## src/rtl/bpc_pkg.sv

```systemverilog
package bpc_pkg;
  localparam int INSTR_W   = 16;
  localparam int OP_W      = 4;
  localparam int ADDR_W    = INSTR_W - OP_W - 1;
  localparam int OP_LSB    = INSTR_W - OP_W;
  localparam int DLY_BIT   = ADDR_W;
  localparam int STAGES    = 3;
  localparam int NUM_REG   = STAGES - 1;
  localparam logic [OP_W-1:0] OP_BRANCH = 4'hA;

  typedef struct packed {
    logic              valid;
    logic [ADDR_W-1:0] pc;
    logic [INSTR_W-1:0] word;
  } slot_t;
endpackage

```

## src/rtl/bpc_fetch.sv

```systemverilog
module bpc_fetch
  import bpc_pkg::*;
(
  input  logic              clk,
  input  logic              rst,
  input  logic              hold,
  input  logic              redirect,
  input  logic [ADDR_W-1:0] target,
  output logic [ADDR_W-1:0] pc
);
  always_ff @(posedge clk) begin
    if (rst)           pc <= '0;
    else if (!hold) begin
      if (redirect)    pc <= target;
      else             pc <= pc + 1'b1;
    end
  end
endmodule

```

## src/rtl/bpc_slot_reg.sv

```systemverilog
module bpc_slot_reg
  import bpc_pkg::*;
(
  input  logic  clk,
  input  logic  rst,
  input  logic  hold,
  input  logic  kill,
  input  slot_t d,
  output slot_t q
);
  always_ff @(posedge clk) begin
    if (rst) begin
      q <= '0;
    end else if (!hold) begin
      q       <= d;
      q.valid <= d.valid && !kill;
    end
  end
endmodule

```

## src/rtl/bpc_resolve.sv

```systemverilog
module bpc_resolve
  import bpc_pkg::*;
(
  input  slot_t             ex,
  input  logic              br_taken,
  input  logic              stall,
  output logic              redirect,
  output logic              squash,
  output logic [ADDR_W-1:0] target
);
  logic is_br;
  always_comb begin
    is_br    = ex.valid && (ex.word[INSTR_W-1:OP_LSB] == OP_BRANCH);
    redirect = is_br && br_taken && !stall;
    squash   = redirect && !ex.word[DLY_BIT];
    target   = ex.word[ADDR_W-1:0];
  end
endmodule

```

## src/rtl/branch_pipe_ctrl.sv

```systemverilog
module branch_pipe_ctrl
  import bpc_pkg::*;
(
  input  logic               clk,
  input  logic               rst,
  input  logic               stall,
  input  logic               br_taken,
  input  logic [INSTR_W-1:0] fetch_word,
  output logic [ADDR_W-1:0]  fetch_addr,
  output logic [ADDR_W-1:0]  exec_pc,
  output logic               retire_valid,
  output logic [INSTR_W-1:0] retire_word,
  output logic [ADDR_W-1:0]  retire_pc,
  output logic               bubble
);
  logic              redirect, squash;
  logic [ADDR_W-1:0] target;
  slot_t             f_slot;
  slot_t             stage_q [NUM_REG];
  slot_t             ex;
  logic              ex_valid;
  logic [INSTR_W-1:0] ex_word;

  bpc_fetch u_fetch (
    .clk(clk), .rst(rst), .hold(stall),
    .redirect(redirect), .target(target), .pc(fetch_addr)
  );

  always_comb begin
    f_slot.valid = 1'b1;
    f_slot.pc    = fetch_addr;
    f_slot.word  = fetch_word;
  end

  for (genvar g = 0; g < NUM_REG; g++) begin : g_stage
    slot_t stage_d;
    if (g == 0) begin : g_first
      assign stage_d = f_slot;
    end else begin : g_next
      assign stage_d = stage_q[g-1];
    end
    bpc_slot_reg u_reg (
      .clk(clk), .rst(rst), .hold(stall), .kill(squash),
      .d(stage_d), .q(stage_q[g])
    );
  end

  assign ex       = stage_q[NUM_REG-1];
  assign ex_valid = ex.valid;
  assign ex_word  = ex.word;
  assign exec_pc  = ex.pc;

  bpc_resolve u_resolve (
    .ex(ex), .br_taken(br_taken), .stall(stall),
    .redirect(redirect), .squash(squash), .target(target)
  );

  always_ff @(posedge clk) begin
    if (rst) begin
      retire_valid <= 1'b0;
      retire_word  <= '0;
      retire_pc    <= '0;
      bubble       <= 1'b0;
    end else begin
      retire_valid <= ex.valid && !stall;
      bubble       <= stall || !ex.valid;
      if (!stall) begin
        retire_word <= ex.word;
        retire_pc   <= ex.pc;
      end
    end
  end
endmodule

```

## config.mk

```make
export PLATFORM = sky130hd
export DESIGN_NAME = branch_pipe_ctrl
export DESIGN_NICKNAME = d
export VERILOG_FILES = /design/src/rtl/bpc_pkg.sv /design/src/rtl/bpc_fetch.sv /design/src/rtl/bpc_slot_reg.sv /design/src/rtl/bpc_resolve.sv /design/src/rtl/branch_pipe_ctrl.sv
export SDC_FILE = /design/constraint.sdc
export NUM_CORES = 1
export LEC_CHECK = 0
export BUFFER_PORTS_ARGS = -buffer_cell sky130_fd_sc_hd__buf_2
export CORE_ASPECT_RATIO = 0.7
export CORE_UTILIZATION = 57
export CTS_CLUSTER_SIZE = 16
export DETAILED_ROUTE_END_ITERATION = 10
export PLACE_DENSITY = 0.82
export SETUP_SLACK_MARGIN = 0.3
export SYNTH_ARGS = -nofsm -noshare
export SYNTH_HDL_FRONTEND = slang
export SYNTH_HIERARCHICAL = 1
export SYNTH_SLANG_ARGS = --single-unit
```

## constraint.sdc

```tcl
create_clock -name clk -period 4.32 [get_ports clk]
set_input_delay 0.432 -clock clk [delete_from_list [all_inputs] [get_ports clk]]
set_output_delay 0.432 -clock clk [all_outputs]
set_load 0.03 [all_outputs]
```

==> results of run 1 <==
area by class of cell:
class | count | area, sq um
Tap cell | 91 | 114
Clock inverter | 6 | 68.8
Multi-Input combinational cell | 244 | 1620
Inverter | 3 | 11.3
Timing Repair Buffer | 73 | 375
Sequential cell | 96 | 1920
Clock buffer | 10 | 128
Fill cell | 541 | 2130
worst max-delay path, cell delays in order:
cell	delay (ps)
buf_4	760
nand4bb_1	300
nor3_2	60
buf_4	200
inv_1	130
nor2_1	110
a311oi_1	350
nor4_1	90
power groups by stage:
stage          Sequential (mW)  Clock [mW]  Combinational [mW]
2_1_floorplan            0.947           0              0.0893
3_3_place_gp             0.941           0               0.107
3_5_place_dp             0.941           0               0.109
6_report                 0.920       0.569               0.108
5_1_grt                  0.924       0.629               0.119
4_1_cts                  0.921       0.590               0.109
synthesized netlist by cell type (all sizes together):
library cell  instances  area [sq um]
o211ai                1          7.51
nand4bb               1          11.3
nor4                  4          31.3
nand3                 3          15.0
a21oi                 9          45.0
o31ai                 2          15.0
and4                  1          10.0
a22oi                 3          22.5
o22ai                 3          18.8
o21ai                 6          30.0
a311oi                2          17.5
nor2                 92           345
inv                   3          11.3
buf                  31           278
nand4                 1          6.26
ha                    1          12.5
o21a                  1          7.51
nor2b                 2          12.5
or2                   1          6.26
a211oi                1          7.51
or3                   1          6.26
nor3b                 1          7.51
nand2                13          51.3
or3b                  2          17.5
mux2i                86           861
conb                  1          3.75
a31oi                 2          12.5
dfxtp                96          1920
nor3                  4          31.3
clkbuf                2          7.51
state kept, by name (all words and copies together), names as in the netlist:
signal,cells
retire_pc,11
u_fetch/pc,11
bubble,1
retire_valid,1
retire_word,16
g_stage.u_reg/q,56
layer usage:
layer	track usage (%)	share of wire (%)	up-vias
met4	6.76	0.71	0
li1	-	-	1371
met3	8.70	7.9	6
met5	0	0	-
met1	26.8	46	1300
met2	31.5	46	87
how the worst max path moves through the flow:
| stage | endpoint | slack (ps) | from | depth (start not counted) |
|---|---|---|---|---|
| floorplan | u_fetch/pc[5]$_SDFFE_PP0N_ | 2690 | stall | 7 |
| global placement | u_fetch/pc[5]$_SDFFE_PP0N_ | 1750 | stall | 8 |
| detailed placement | u_fetch/pc[5]$_SDFFE_PP0N_ | 1640 | stall | 8 |
| CTS | u_fetch/pc[5]$_SDFFE_PP0N_ | 2030 | stall | 8 |
| global route | u_fetch/pc[5]$_SDFFE_PP0N_ | 1890 | stall | 8 |
| finish | u_fetch/pc[5]$_SDFFE_PP0N_ | 2050 | stall | 8 |
cell families (layout without fill, tap and decap cells):
family | after synthesis | in the layout | share of synthesized area, %
buf+inv | 36 | 92 | 7.74
flops | 96 | 96 | 50.2
mux | 86 | 86 | 22.5
fa+ha+maj | 1 | 1 | 0.327
simple gates | 126 | 126 | 14.4
compound gates | 30 | 30 | 4.80
other cells | 1 | 1 | 0.0979
==> metrics.md, run 1 <==
| Metric | Value |
|---|---|
| Status | `finished clean` |
| Final global-route overflow total | `0` |
| Clk sinks | `96` |
| Crit path kind | `primary input to flop` |
| Hold Path Origin | `fetch_word[0]` |
| Worst Path Required | `4520 ps` |
| Clock Power Share | `a little over a third` |
| Die height | `roughly 71 microns` |
| DRT antenna net count | `0` |
| Crit share post-route | `between 50% and 60%` |
| Comb pwr share | `6.8%` |
| Core area | `6370 sq um` |
| Dpl cell area | `roughly 4000 sq um` |
| Fin nets | `448` |
| Switching power | `0.377 mW` |
| Hold WS | `a little over 300 ps` |
| Flop2flop setup slack | `approximately 2500 ps` |
| FF+latch count, synth | `96` |
| Slew HR | `between 20 and 30%` |
| Skew final | `~11 ps` |
| Area delta synth->final | `10.6%` |
| Max-Cap Viols | `0` |
| # placed instances | `a little over 500` |
| Ports | `between 70 and 80` |
| Share of layout cells above drive strength 1 | `22.2%` |
| Fin crit period | `2270 ps` |
| Final Hold Fails | `0` |
| Setup TNS Final | `0 ps` |
| Synthesized area | `3830 sq um` |
| Maximum clock rate | `440 MHz` |
| Commonest non-fill, non-tap cell in the layout | `dfxtp_1` |
| Mapped Cells | `376` |
| Crit-path max FO | `77` |
| Crit path launch type | `primary input` |
| Net Sw Frac | `23.6%` |
| I/O Buffers | `70` |
| Layout Cells excl Fill | `between 500 and 600` |
| Post-CTS Resized | `0` |
| DIE AREA | `~7100 sq um` |
| Worst-Margin Slew | `approximately 1100 ps` |
| Type of the worst min-delay path | `primary input to flop` |
| Skew-Pair Late Insertion Delay | `about 360 ps` |
| Pwr/cell area | `around 380 nW/um^2` |
| GP Congestion | `0.876` |
| Vias in the first global route | `2,488` |
| Final Cell Area | `approximately 4200 sq um` |
| Unrepaired setup endpoints after global routing | `false` |
| Synth unique cells | `39` |
| Total power | `1.60 mW` |
| Hold path depth | `3` |
| DRT Pass-1 Iters | `4` |
| Pin count of the biggest net entering global routing | `78` |
| CTS H-tree lvls | `3` |
| Final WL | `6860 microns` |
| Crit Reg-Reg Endpoint | `u_fetch/pc[5]$_SDFFE_PP0N_` |
| Post-CTS setup buffer count | `0` |
| Starting Density | `between 60% and 70%` |
| Cells on worst reg2reg path | `7` |
| Hold_buf cts | `0` |
| Initial antenna violation count | `0` |
| Synthesized Nets | `about 400` |
| Leak pwr | `~2.0 nW` |
| Remaining DRCs | `0` |
| Root buffer cell | `clkbuf_8` |
| Final HPWL DP | `around 4500 microns` |
| Gr usage total | `20.7%` |
| CTS tree | `built` |
| DR vias/cell | `about 5.3` |
| Mean Syn Cell Area | `a little over 10 sq um` |
| First-pass GRT wire length | `11,400 microns` |
| Vias | `approximately 2,800` |
| Synth warn | `6` |
| Worst-path clk slew | `approximately 90 ps` |
| Final Max Slew Viols | `0` |
| Die Wd | `100 microns` |
| Final antenna diode count | `0` |
| Drt wl/cell | `around 13 microns` |
| Num CTS Buffers | `9` |
| Final setup viols | `0` |
| Hold Crit Endpoint | `g_stage[0].u_reg/q[0]$_SDFFE_PP0N_` |
| Most frequent cells in the layout | `dfxtp_1 (96), nor2_1 (92), mux2i_1 (86)` |
| Sequential-to-total area share from yosys stat | `around half` |
| Worst r2r src | `g_stage[1].u_reg/q[14]$_SDFFE_PP0N_` |
| Clock Tree Buf Depth | `2` |
| Pre-CTS setup slack | `between 1500 and 2000 ps` |
| Sequential power share | `57.6%` |
| FP Rows | `24` |
| Final worst slack | `2050 ps` |
| Worst setup EP type | `flop` |
| Finished Core Util | `about 67%` |
| Int Power | `1.22 mW` |
| Worst EP arrival | `around 2500 ps` |
| Initial DRC count | `about 190` |
| Maximum vdd drop | `about 0.00019 V` |
(Power assumes the default switching activity.)
==> run 2: changes to the inputs <==
--- a/config.mk
+++ b/config.mk
@@ -5,12 +5,13 @@
 export SDC_FILE = /design/constraint.sdc
 export NUM_CORES = 1
 export LEC_CHECK = 0
+export ABC_AREA = 1
 export BUFFER_PORTS_ARGS = -buffer_cell sky130_fd_sc_hd__buf_2
 export CORE_ASPECT_RATIO = 0.7
-export CORE_UTILIZATION = 57
+export CORE_UTILIZATION = 56
 export CTS_CLUSTER_SIZE = 16
 export DETAILED_ROUTE_END_ITERATION = 10
-export PLACE_DENSITY = 0.82
+export PLACE_DENSITY = 0.79
 export SETUP_SLACK_MARGIN = 0.3
 export SYNTH_ARGS = -nofsm -noshare
 export SYNTH_HDL_FRONTEND = slang
==> constraint.sdc (replaced) <==
create_clock -name clk -period 2.4 [get_ports clk]
set_input_delay 0.24 -clock clk [delete_from_list [all_inputs] [get_ports clk]]
set_output_delay 0.24 -clock clk [all_outputs]
set_load 0.03 [all_outputs]
==> run 2 against run 1 <==
Clock power up 60%. Largest cell class unchanged. Utilization down 3.8 points. Area after synthesis up 12%. Flip-flop and latch count unchanged. Die area up 14%. Final cell count up 35%. Critical path depth unchanged. Synthesized cell count up 48%.
==> metrics.md, run 2 <==
| Metric | Value |
|---|---|
| Final antenna diode count | `0 (unchanged)` |
| CP top delay family | `buffers and inverters (unchanged)` |
| Worst EP arrival | `2060 ps (was 2470 ps)` |
| Final Hold Fails | `0 (unchanged)` |
| Biggest regs | `g_stage.u_reg/q x56, retire_word x16 (unchanged)` |
| Clock Tree Buf Depth | `2 (unchanged)` |
| Share of layout cells above drive strength 1 | `30.3% (was 22.2%)` |
| Fin crit period | `between 1500 and 2000 ps` |
| Int Power | `2.24 mW (was 1.22 mW)` |
| Comb pwr share | `14.5% (was 6.8%)` |
| Layout Cells excl Fill | `705 (was 523)` |
| Final global-route overflow total | `0 (unchanged)` |
| Vias | `3,373 (was 2,764)` |
| Slew HR | `62.4% (was 25.1%)` |
| Synth warn | `6 (unchanged)` |
| Num CTS Buffers | `9 (unchanged)` |
| Initial antenna violation count | `0 (unchanged)` |
| Final HPWL DP | `5580 microns (was 4530 microns)` |
| DIE AREA | `8030 sq um (was 7060 sq um)` |
| Final worst slack | `618 ps (was 2050 ps)` |
| Pin count of the biggest net entering global routing | `132 (was 78)` |
| Crit path kind | `flop to flop (was primary input to flop)` |
| Dpl cell area | `4450 sq um (was 4040 sq um)` |
| Post-CTS Resized | `0 (unchanged)` |
| Vias in the first global route | `2,821 (was 2,488)` |
| Fill cells | `676 (was 541)` |
| Worst Path Required | `2670 ps (was 4520 ps)` |
| Post-synth EDFFs | `0 (unchanged)` |
| Slowest cell on crit path | `dfxtp_1 (was buf_4)` |
| Max-Cap Viols | `0 (unchanged)` |
| Worst setup EP type | `flop (unchanged)` |
| Clk sinks | `96 (unchanged)` |
| CTS tree | `built (unchanged)` |
| Fin nets | `623 (was 448)` |
| Largest Register | `g_stage.u_reg/q (unchanged)` |
| Area delta synth->final | `7.31% (was 10.6%)` |
| Synth top cells by count | `nor2_1 (108), dfxtp_1 (96), nand2_1 (70) (was dfxtp_1 (96), nor2_1 (92), mux2i_1 (86))` |
| GP Congestion | `0.868 (was 0.876)` |
| Crit share post-route | `about three quarters` |
| CTS H-tree lvls | `3 (unchanged)` |
| Sequential power share | `56.4% (was 57.6%)` |
| DRT antenna net count | `0 (unchanged)` |
| First-pass GRT wire length | `13,400 microns (was 11,400 microns)` |
| FF+latch count, synth | `96 (unchanged)` |
| Commonest non-fill, non-tap cell in the layout | `nor2_1 (was dfxtp_1)` |
| DR vias/cell | `4.78 (was 5.28)` |
| Mean Syn Cell Area | `7.72 sq um (was 10.2 sq um)` |
| Unrepaired setup endpoints after global routing | `false (unchanged)` |
| Largest register FFs | `56 (unchanged)` |
| Top-count cell post-synth | `nor2_1 (was dfxtp_1)` |
| Initial DRC count | `210 (was 187)` |
| Final WL | `8350 microns (was 6860 microns)` |
| Synthesized area | `4300 sq um (was 3830 sq um)` |
| I/O Buffers | `70 (unchanged)` |
| Crit-path max FO | `15 (was 77)` |
| Maximum vdd drop | `0.000354 V (was 0.000189 V)` |
| Yosys top cell by area | `dfxtp_1 (unchanged)` |
| Top_reg_cell synth | `dfxtp_1 (unchanged)` |
| Post-CTS setup buffer count | `0 (unchanged)` |
| Starting Density | `58.5% (was 60.2%)` |
| Setup TNS Final | `0 ps (unchanged)` |
| Crit. Startpoint | `g_stage[1].u_reg/q[27]$_SDFFE_PP0N_ (was stall)` |
| Synth unique cells | `27 (was 39)` |
| Pre-CTS setup slack | `627 ps (was 1640 ps)` |
| Gr usage total | `21.5% (was 20.7%)` |
| Die height | `75.3 microns (was 70.6 microns)` |
| Skew final | `11.0 ps (was 11.4 ps)` |
| Switching power | `0.884 mW (was 0.377 mW)` |
| Skew-Pair Late Insertion Delay | `340 ps (was 360 ps)` |
| Clock Power Share | `29.1% (was 35.6%)` |
| Critical Path, Cell by Cell | `nand2_1, nor2_1, nand2_1, inv_1, inv_1, a21oi_1, o21ai_0, a21oi_1 (was buf_4, nand4bb_1, nor3_2, buf_4, inv_1, nor2_1, a311oi_1, nor4_1)` |
| Type of the worst min-delay path | `primary input to flop (unchanged)` |
| Hold_buf cts | `0 (unchanged)` |
| Ports | `71 (unchanged)` |
| Synthesized Nets | `578 (was 397)` |
| # placed instances | `689 (was 507)` |
| Worst r2r src | `g_stage[1].u_reg/q[27]$_SDFFE_PP0N_ (was g_stage[1].u_reg/q[14]$_SDFFE_PP0N_)` |
| FP Rows | `26 (was 24)` |
| Yosys top cell area share | `44.7% (was 50.2%)` |
| Crit path launch type | `flop (was primary input)` |
| Most frequent cells in the layout | `nor2_1 (108), dfxtp_1 (96), nand2_1 (70) (was dfxtp_1 (96), nor2_1 (92), mux2i_1 (86))` |
| Hold Path Origin | `fetch_word[10] (was fetch_word[0])` |
| Final Max Slew Viols | `0 (unchanged)` |
| Drt wl/cell | `11.8 microns (was 13.1 microns)` |
| Root buffer cell | `clkbuf_8 (unchanged)` |
| Worst-path clk slew | `90 ps (about the same)` |
| Pwr/cell area | `677 nW/um^2 (was 377 nW/um^2)` |
| Synth async-reset ratio | `0% (unchanged)` |
| Die Wd | `107 microns (was 100 microns)` |
| Crit-path max cell delay | `390 ps (was 760 ps)` |
| Dominant cells by area after synthesis | `dfxtp_1 (45%), nor2_1 (9.4%), nor2_2 (9.3%), o21ai_0 (7.2%), nand2_1 (6.1%) (was dfxtp_1 (50%), mux2i_1 (22%), nor2_1 (9.0%), buf_4 (2.4%), buf_12 (2.1%))` |
| Maximum clock rate | `approximately 560 MHz` |
| Total power | `3.12 mW (was 1.60 mW)` |
| Final Cell Area | `4610 sq um (was 4240 sq um)` |
| Leak pwr | `2.13 nW (was 1.98 nW)` |
| Status | `finished clean (unchanged)` |
| Core area | `7350 sq um (was 6370 sq um)` |
| Sequential-to-total area share from yosys stat | `44.7% (was 50.2%)` |
| Final setup viols | `0 (unchanged)` |
| Buf/Inv on CP | `2 (was 3)` |
| Mapped Cells | `557 (was 376)` |
| Remaining DRCs | `0 (unchanged)` |
| Worst-Margin Slew | `563 ps (was 1120 ps)` |
| DRT Pass-1 Iters | `5 (was 4)` |
| Net Sw Frac | `28.3% (was 23.6%)` |
## run 2: power groups by stage
stage	Sequential, mW	Clock (mW)	Combinational [mW]
after floorplan	1.88	0	0.299
after CTS	1.76	0.937	0.456
after detailed placement	1.80	0	0.454
final	1.76	0.908	0.454
after global placement	1.79	0	0.448
after global routing	1.77	0.996	0.508
## run 2: through the flow
step           util [%]  hold slack [ps]
2_1_floorplan         -              302
5_1_grt            62.7              126
3_3_place_gp       60.5              456
6_report           62.7              135
3_5_place_dp       60.5              468
4_1_cts            62.7              122
## run 2: routing by layer
metal	up-vias	wire, microns	track usage (%)
met2	83	3530	32.0
met1	1493	4270	30.8
met5	-	0	0
li1	1795	-	-
met3	2	510	6.59
met4	0	35	4.57
## run 2: cell type report
type	count	area [sq um]	share of cell area (%)
multi-input combinational	369	1810	39.2
clock buffer	13	149	3.23
timing repair buffer	71	373	8.08
sequential	96	1920	41.7
inverter	55	221	4.80
tap	98	123	2.66
clock inverter	3	17.5	0.380
## run 2: worst paths after layout
kind | end | slack (ps) | cells after the start
min | g_stage[0].u_reg/q[10]$_SDFFE_PP0N_ | 130 | 3
min reg2reg | g_stage[0].u_reg/q[26]$_SDFFE_PP0N_ | 490 | 2
max | u_fetch/pc[3]$_SDFFE_PP0N_ | 620 | 8
max reg2reg | u_fetch/pc[3]$_SDFFE_PP0N_ | 620 | 8
## run 2: worst register-to-register path: stages (launching register included)
cell,delay (ps)
dfxtp_1,390
nand2_1,70
nor2_1,100
nand2_1,90
inv_1,270
inv_1,310
a21oi_1,250
o21ai_0,90
a21oi_1,140
## run 2: logic make-up (layout without fill, tap and decap cells)
logic type | count (synthesis) | count (layout) | synth area share (%)
other cells | 1 | 1 | 0.0873
xor+xnor | 1 | 1 | 0.204
fa+ha+maj | 1 | 1 | 0.291
compound gates | 85 | 85 | 10.2
simple gates | 281 | 281 | 31.2
buf+inv | 92 | 142 | 13.2
flops | 96 | 96 | 44.7
